`src/rtl/route_selftest_pkg.sv`:
```
package route_selftest_pkg;
  function automatic int flag_count(input int width);
    return width + 3;
  endfunction
endpackage

```
`src/rtl/rst_pattern_gen.sv`:
```
module rst_pattern_gen #(
  parameter int WIDTH = 4
) (
  input  logic             clk,
  input  logic             rst_n,
  input  logic             start,
  output logic             running,
  output logic             done,
  output logic [WIDTH-1:0] up_q,
  output logic [WIDTH-1:0] dn_q
);
  localparam logic [WIDTH-1:0] LAST = '1;

  always_ff @(posedge clk) begin
    if (!rst_n) begin
      up_q    <= '0;
      dn_q    <= '1;
      running <= 1'b0;
      done    <= 1'b0;
    end else if (running) begin
      if (up_q == LAST) begin
        running <= 1'b0;
        done    <= 1'b1;
      end else begin
        up_q <= up_q + 1'b1;
        dn_q <= dn_q - 1'b1;
      end
    end else if (start) begin
      running <= 1'b1;
      done    <= 1'b0;
      up_q    <= '0;
      dn_q    <= '1;
    end
  end


  complement_chk: assert property (@(posedge clk) disable iff (!rst_n)
    dn_q == ~up_q);


  run_end_chk: assert property (@(posedge clk) disable iff (!rst_n)
    running && up_q == LAST |=> done && !running);


  restart_ignored_chk: assert property (@(posedge clk) disable iff (!rst_n)
    running && start && up_q != LAST |=> running && up_q == $past(up_q) + 1'b1);
endmodule

```
`src/rtl/rst_ora_cell.sv`:
```
module rst_ora_cell (
  input  logic clk,
  input  logic rst_n,
  input  logic clear,
  input  logic capture,
  input  logic shift,
  input  logic miss,
  input  logic shift_in,
  output logic q
);
  always_ff @(posedge clk) begin
    if (!rst_n || clear) q <= 1'b0;
    else if (shift)      q <= shift_in;
    else if (capture)    q <= q | miss;
  end


  sticky_chk: assert property (@(posedge clk) disable iff (!rst_n)
    q && !clear && !shift |=> q);


  clear_chk: assert property (@(posedge clk) disable iff (!rst_n)
    clear |=> !q);


  shift_chk: assert property (@(posedge clk) disable iff (!rst_n)
    shift && !clear |=> q == $past(shift_in));
endmodule

```
`src/rtl/route_selftest.sv`:
```
module route_selftest
  import route_selftest_pkg::*;
#(
  parameter int WIDTH = 4
) (
  input  logic             clk,
  input  logic             rst_n,
  input  logic             start,
  input  logic             clear,
  input  logic             shift_en,
  output logic [WIDTH:0]   tx_a,
  output logic [WIDTH:0]   tx_b,
  input  logic [WIDTH:0]   rx_a,
  input  logic [WIDTH:0]   rx_b,
  output logic             running,
  output logic             done,
  output logic             scan_out,
  output logic             fail
);
  localparam int   FLAGS  = flag_count(WIDTH);
  localparam logic PAR_XR = (WIDTH % 2 == 0);

  logic [WIDTH-1:0] up_q, dn_q;
  logic [FLAGS-1:0] miss, flag_q;
  logic             shift;

  rst_pattern_gen #(.WIDTH(WIDTH)) i_gen (
    .clk(clk), .rst_n(rst_n), .start(start),
    .running(running), .done(done), .up_q(up_q), .dn_q(dn_q)
  );

  assign tx_a  = {^up_q, up_q};
  assign tx_b  = {~^dn_q, dn_q};
  assign shift = shift_en & ~running;

  always_comb begin
    for (int i = 0; i < WIDTH; i++) miss[i] = ~(rx_a[i] ^ rx_b[i]);
    miss[WIDTH]   = (rx_a[WIDTH] ^ rx_b[WIDTH]) != PAR_XR;
    miss[WIDTH+1] = ^rx_a;
    miss[WIDTH+2] = ~^rx_b;
  end

  for (genvar g = 0; g < FLAGS; g++) begin : g_cell
    logic sin;
    if (g == FLAGS - 1) begin : g_top
      assign sin = 1'b0;
    end else begin : g_mid
      assign sin = flag_q[g+1];
    end
    rst_ora_cell i_cell (
      .clk(clk), .rst_n(rst_n), .clear(clear), .capture(running),
      .shift(shift), .miss(miss[g]), .shift_in(sin), .q(flag_q[g])
    );
  end

  assign scan_out = flag_q[0];
  assign fail     = |flag_q;


  even_par_chk: assert property (@(posedge clk) disable iff (!rst_n)
    !(^tx_a));


  odd_par_chk: assert property (@(posedge clk) disable iff (!rst_n)
    ^tx_b);


  hold_in_run_chk: assert property (@(posedge clk) disable iff (!rst_n)
    running && !clear && shift_en |=> (flag_q & $past(flag_q)) == $past(flag_q));
endmodule

```
`config.mk`:
```
export PLATFORM = sky130hd
export DESIGN_NAME = route_selftest
export DESIGN_NICKNAME = d
export VERILOG_FILES = /design/src/rtl/route_selftest_pkg.sv /design/src/rtl/rst_pattern_gen.sv /design/src/rtl/rst_ora_cell.sv /design/src/rtl/route_selftest.sv
export SDC_FILE = /design/constraint.sdc
export NUM_CORES = 1
export LEC_CHECK = 0
export BUFFER_PORTS_ARGS = -buffer_cell sky130_fd_sc_hd__buf_2
export CAP_MARGIN = 15
export CELL_PAD_IN_SITES_DETAIL_PLACEMENT = 0
export CELL_PAD_IN_SITES_GLOBAL_PLACEMENT = 1
export CORE_MARGIN = 2
export CORE_UTILIZATION = 40
export CTS_CLUSTER_SIZE = 8
export DETAILED_ROUTE_END_ITERATION = 6
export MAX_ROUTING_LAYER = met4
export PLACE_DENSITY = 0.79
export SLEW_MARGIN = 5
export SYNTH_ARGS = -nofsm -noshare
export SYNTH_HDL_FRONTEND = slang
export SYNTH_SLANG_ARGS = --single-unit
```
`constraint.sdc`:
```
create_clock -name clk -period 4.1 [get_ports clk]
set_input_delay 0.205 -clock clk [delete_from_list [all_inputs] [get_ports clk]]
set_output_delay 0.205 -clock clk [all_outputs]
set_load 0.005 [all_outputs]
```
==> Word-level counts from Yosys, hierarchy flattened <==
Index checks and enable logic that the tools add are counted.
{ "totals": {"ff_bits": 17, "in_bits": 15, "output_inout_bits": 14, "elab_cells": 71} }
{ "classes": {"add_sub_neg": 2, "n_eq_ne": 3, "mux": 24, "bitwise_logic": 19, "n_reduce_logical": 12} }
{ "ops": {"columns": ["cell", "n"], "rows": [
  ["two-way mux 4 bit", 6],
  ["two-way mux 1 bit", 18],
  ["OR 1 bit", 7],
  ["OR reduction 7 bit", 1],
  ["inverter 1 bit", 6],
  ["XNOR reduction 5 bit", 1],
  ["XOR reduction 5 bit", 1],
  ["bitwise XOR 1 bit", 5],
  ["adder 4 x 1 -> 4 bit, second input constant", 1],
  ["== test 4 bit, second input constant", 1],
  ["inequality test 2 bit, second input constant", 2],
  ["AND reduction 2 bit", 2],
  ["nonzero test 2 bit", 2],
  ["XNOR reduction 4 bit", 1],
  ["XOR reduction 4 bit", 1],
  ["subtractor 4 x 1 -> 4 bit, second input constant", 1],
  ["OR reduction 2 bit", 1],
  ["bitwise AND 1 bit", 1],
  ["logical NOT 1 bit", 1],
  ["logical OR 1 bit", 1]
]} }

==> Depth between registers and ports, before layout <==
{ "depth": {"depth_word": 5, "ltp_mapped": 6, "mapped_depth_nobuf": 6} }

==> By module <==
A second synthesis with hierarchy kept.
{ "unflattened": {"cells_unflattened": 104, "area_unflattened_um2": 1093.5} }
{ "by_module_without_submodules": {"columns": ["module", "n_inst", "cells_each", "area_per_inst_um2"], "rows": [
  ["rst_pattern_gen", 1, 54, 498.0],
  ["rst_ora_cell", 7, 4, 56.3],
  ["route_selftest", 1, 22, 201.4]
]} }

==> Worst setup path after synthesis <==
No wires, ideal clock.
{ "synth_timing": {"kind": "register to register", "start": "register i_gen.up_q[0]", "end": "register i_gen.up_q[3]", "t_arrival_ns": 1.319, "required_time_ns": 3.980, "slack_ns": 2.661, "path_stages_with_launch": 6, "synth_period_minus_slack_ns": 1.439, "cell_sequence": "dfxtp_1 > ha_1 > nand2_2 > nand4_1 > and3_1 > o31a_1"} }
{ "synth_between": {"elab_chain_cells": 3, "word_cells_on_any_way": 6, "cone_classes": "add/sub: 1; eq/ne: 2; mux: 2; reduce/logical: 1"} }
{ "synth_rtl": {"columns": ["element", "line", "rtl"], "rows": [
  ["from (decl)", "rst_pattern_gen.sv:9", "output logic [WIDTH-1:0] up_q,"],
  ["from (signal assigned)", "rst_pattern_gen.sv:25", "up_q <= up_q + 1'b1;"],
  ["adder 4 x 1 -> 4 bit / == test 4 bit (equally long branches)", "rst_pattern_gen.sv:25, rst_pattern_gen.sv:21", null],
  ["two-way mux 4 bit / inequality test 2 bit (equally long branches)", null, null],
  ["two-way mux 4 bit / AND reduction 2 bit (equally long branches)", null, null]
]} }
Several ways; a longest one is shown, not always the timed one. The select of a mux whose other input is x is not followed.
A chain may end at the register's enable or synchronous reset.

==> Worst setup path in the final report <==
{ "layout_timing": {"start": "register i_gen.dn_q[0]", "end": "output port tx_b[4]"} }
{ "layout_between": {"elab_chain_cells": 1} }
{ "layout_rtl": {"columns": ["element", "line", "rtl"], "rows": [
  ["from (decl)", "rst_pattern_gen.sv:10", "output logic [WIDTH-1:0] dn_q"],
  ["from (signal assigned)", "rst_pattern_gen.sv:26", "dn_q <= dn_q - 1'b1;"],
  ["XNOR reduction 4 bit", "route_selftest.sv:33", "assign tx_b = {~^dn_q, dn_q};"],
  ["to (decl)", "route_selftest.sv:12", "output logic [WIDTH:0] tx_b,"]
]} }
Every way passes these cells.

==> run metrics <==
Final Hold Fails=0; worst skew pair latency=290 ps; mapped cell area=0.00106 mm²; Clk pin slew, worst setup/hold paths=100 ps; post-route ant nets=0; Area Growth Syn to Fin=15.9%; num ports=29; global-route wire length before repair=approximately 3600 µm; Async S/R FF share, synth=0; Finish-stage setup viols=0; nature of the critical path endpoint=output port; Place WS=between 2000 and 3000 ps; worst slew pin tran=~1000 ps; H-tree Lvls=1; Worst Skew=approximately 1.3 ps; cts repair resizes=0; power density cells=276 mW/mm²; min Tclk post-route=1800 ps; final wirelength=2090 µm; Cells after Synth=approximately 120; RSZ-0062 raised after global routing=false; CP required=3890 ps; Inst Count DP=170; ranking of synthesized cells by area=dfxtp_1, xnor2_1, a211oi_1; CTS Sinks=17; Clock Path Buffers=2; largest net degree at the start of global routing=36; Arr. time, crit path=1590 ps; largest area contributor in the synthesized netlist=dfxtp_1; Vias=around 900; initial DRC count=11; CTS buffer count=3; die width=55.5 µm; outcome=finished clean; Seq pwr share=0.540; initial antenna violation count=0; hpwl dp=1560 µm; setup_tns=0 ps; peak supply drop=0.149 mV; Hold Crit Class=input port to register; CTS tree=done; n_diodes=0; Setup Crit Path Kind=register to output port; Post-synth EDFFs=0; Synth top area share=0.321; clk root buf=clkbuf_4; # nets final=163; Seq/Total Area, Yosys=0.321; share of layout cells above drive strength 1=0.236; Initial Utilization=0.424; vias in the first global route=824; most common cell in the synthesized netlist=dfxtp_1; FF-to-FF path depth=5; post-synthesis area per instance=approximately 8.9 µm²; Rows=18; Max Slew Vio Count=0; fmax=556 MHz; die span in y=55.5 µm; Primary FF master, synth=dfxtp_1; setup ws final=approximately 2300 ps; Commonest cells post-synth=dfxtp_1, xnor2_1, a211oi_1, nor2b_1; max_slew headroom=0.300; DR vias/cell=5.19; non-filler instance count after layout=around 170; cell-internal power=0.000245 W; IO Port Bufs=28; Startpoint Class=register; worst hold stages=2; GP Congestion=0.742; clock share of power=0.265; number of synthesized register bits=17; die area=0.00308 mm²; hold_buf cts=0; Net Count, Synth=137; Avg WL per Cell=approximately 12 µm; Maximum Capacitance Violations=0; P_sw=around 0.000094 W; Yosys warnings=0; CP Max Fanout=5; Combinational Power Share=0.195; Core ar.=between 0.002 and 0.0025 mm²; sw frac=0.279; Leak Pwr=0.543 nW; DRC violations left=0; number of distinct library cells after synthesis=32; total track usage=0.149; global route overflow=0; DRT Pass-1 Iters=4; post-CTS setup buffers=0; fin crit share=0.439
cell usage in the layout (no fill, tap or decap), types with 2 or more instances in the layout:
| master | n |
|---|---|
| dfxtp_1 | 17 |
| nor3b_1 | 5 |
| ha_1 | 3 |
| nor2_1 | 6 |
| clkbuf_4 | 3 |
| a21oi_1 | 4 |
| buf_2 | 28 |
| a211oi_1 | 11 |
| nor3_1 | 5 |
| xnor2_1 | 15 |
| nand2_1 | 6 |
| inv_1 | 5 |
| a21boi_0 | 2 |
| a21o_1 | 3 |
| nor2b_1 | 9 |
| xor2_1 | 4 |
| o21ai_0 | 3 |
| nand2b_1 | 2 |
worst max-delay path, cell delays in order, from the launching register on:
cell and delay (ps):
dfxtp_1 470, inv_1 70, ha_1 330, xor2_1 180, xnor2_1 130, buf_2 120
through the flow:
step | utilization | total power (W) | hold WS, ps | area, µm²
6_report | 0.492 | 0.000339 | 183 | 1230
3_5_place_dp | 0.481 | 0.000254 | 487 | 1200
5_1_grt | 0.492 | 0.000360 | 178 | 1230
2_1_floorplan | - | 0.000231 | 440 | 1060
4_1_cts | 0.492 | 0.000344 | 177 | 1230
3_3_place_gp | 0.481 | 0.000252 | 483 | 1200
layout make-up:
class | count | area [µm²]
clock buffer | 4 | 26.3
timing repair buffer | 28 | 140
inverter | 5 | 18.8
multi-input combinational | 90 | 667
tap | 30 | 37.5
fill | 249 | 1270
sequential | 17 | 340
registers in the layout (all words and copies together) (netlist names):
register and count:
g_cell.i_cell.q 7, i_gen.dn_q 4, i_gen.done 1, i_gen.running 1, i_gen.up_q 4
final timing paths:
path                                         start                  to  slack [ps]
worst max register to register       i_gen.up_q[0]       i_gen.up_q[3]        2540
worst min-delay path                         rst_n       i_gen.dn_q[3]         180
worst min register to register  g_cell[6].i_cell.q  g_cell[6].i_cell.q         500
worst max-delay path                 i_gen.dn_q[0]             tx_b[4]        2300
kinds of logic after synthesis:
logic type                 share of synthesized area
muxes                                         0.0200
AOI/OAI and AO/OA                              0.198
xor gates and xnor gates                       0.178
and+or+nand+nor                                0.197
adders and majority gates                     0.0354
buffers and inverters                         0.0507
DFF                                            0.321
metal layers:
metal  track usage  wire, µm
met4        0.0906         0
met5             -         0
met2         0.226       968
met1         0.187      1050
met3        0.0211        77
power by group through the flow:
| stage | Combinational, W | Sequential, W | Clock, W |
|---|---|---|---|
| 3_5_place_dp | 0.0000669 | 0.000187 | 0 |
| 4_1_cts | 0.0000670 | 0.000183 | 0.0000941 |
| 5_1_grt | 0.0000752 | 0.000185 | 0.000100 |
| 2_1_floorplan | 0.0000506 | 0.000180 | 0 |
| 6_report | 0.0000661 | 0.000183 | 0.0000899 |
| 3_3_place_gp | 0.0000659 | 0.000186 | 0 |
Power figures use the tool's default switching activity.
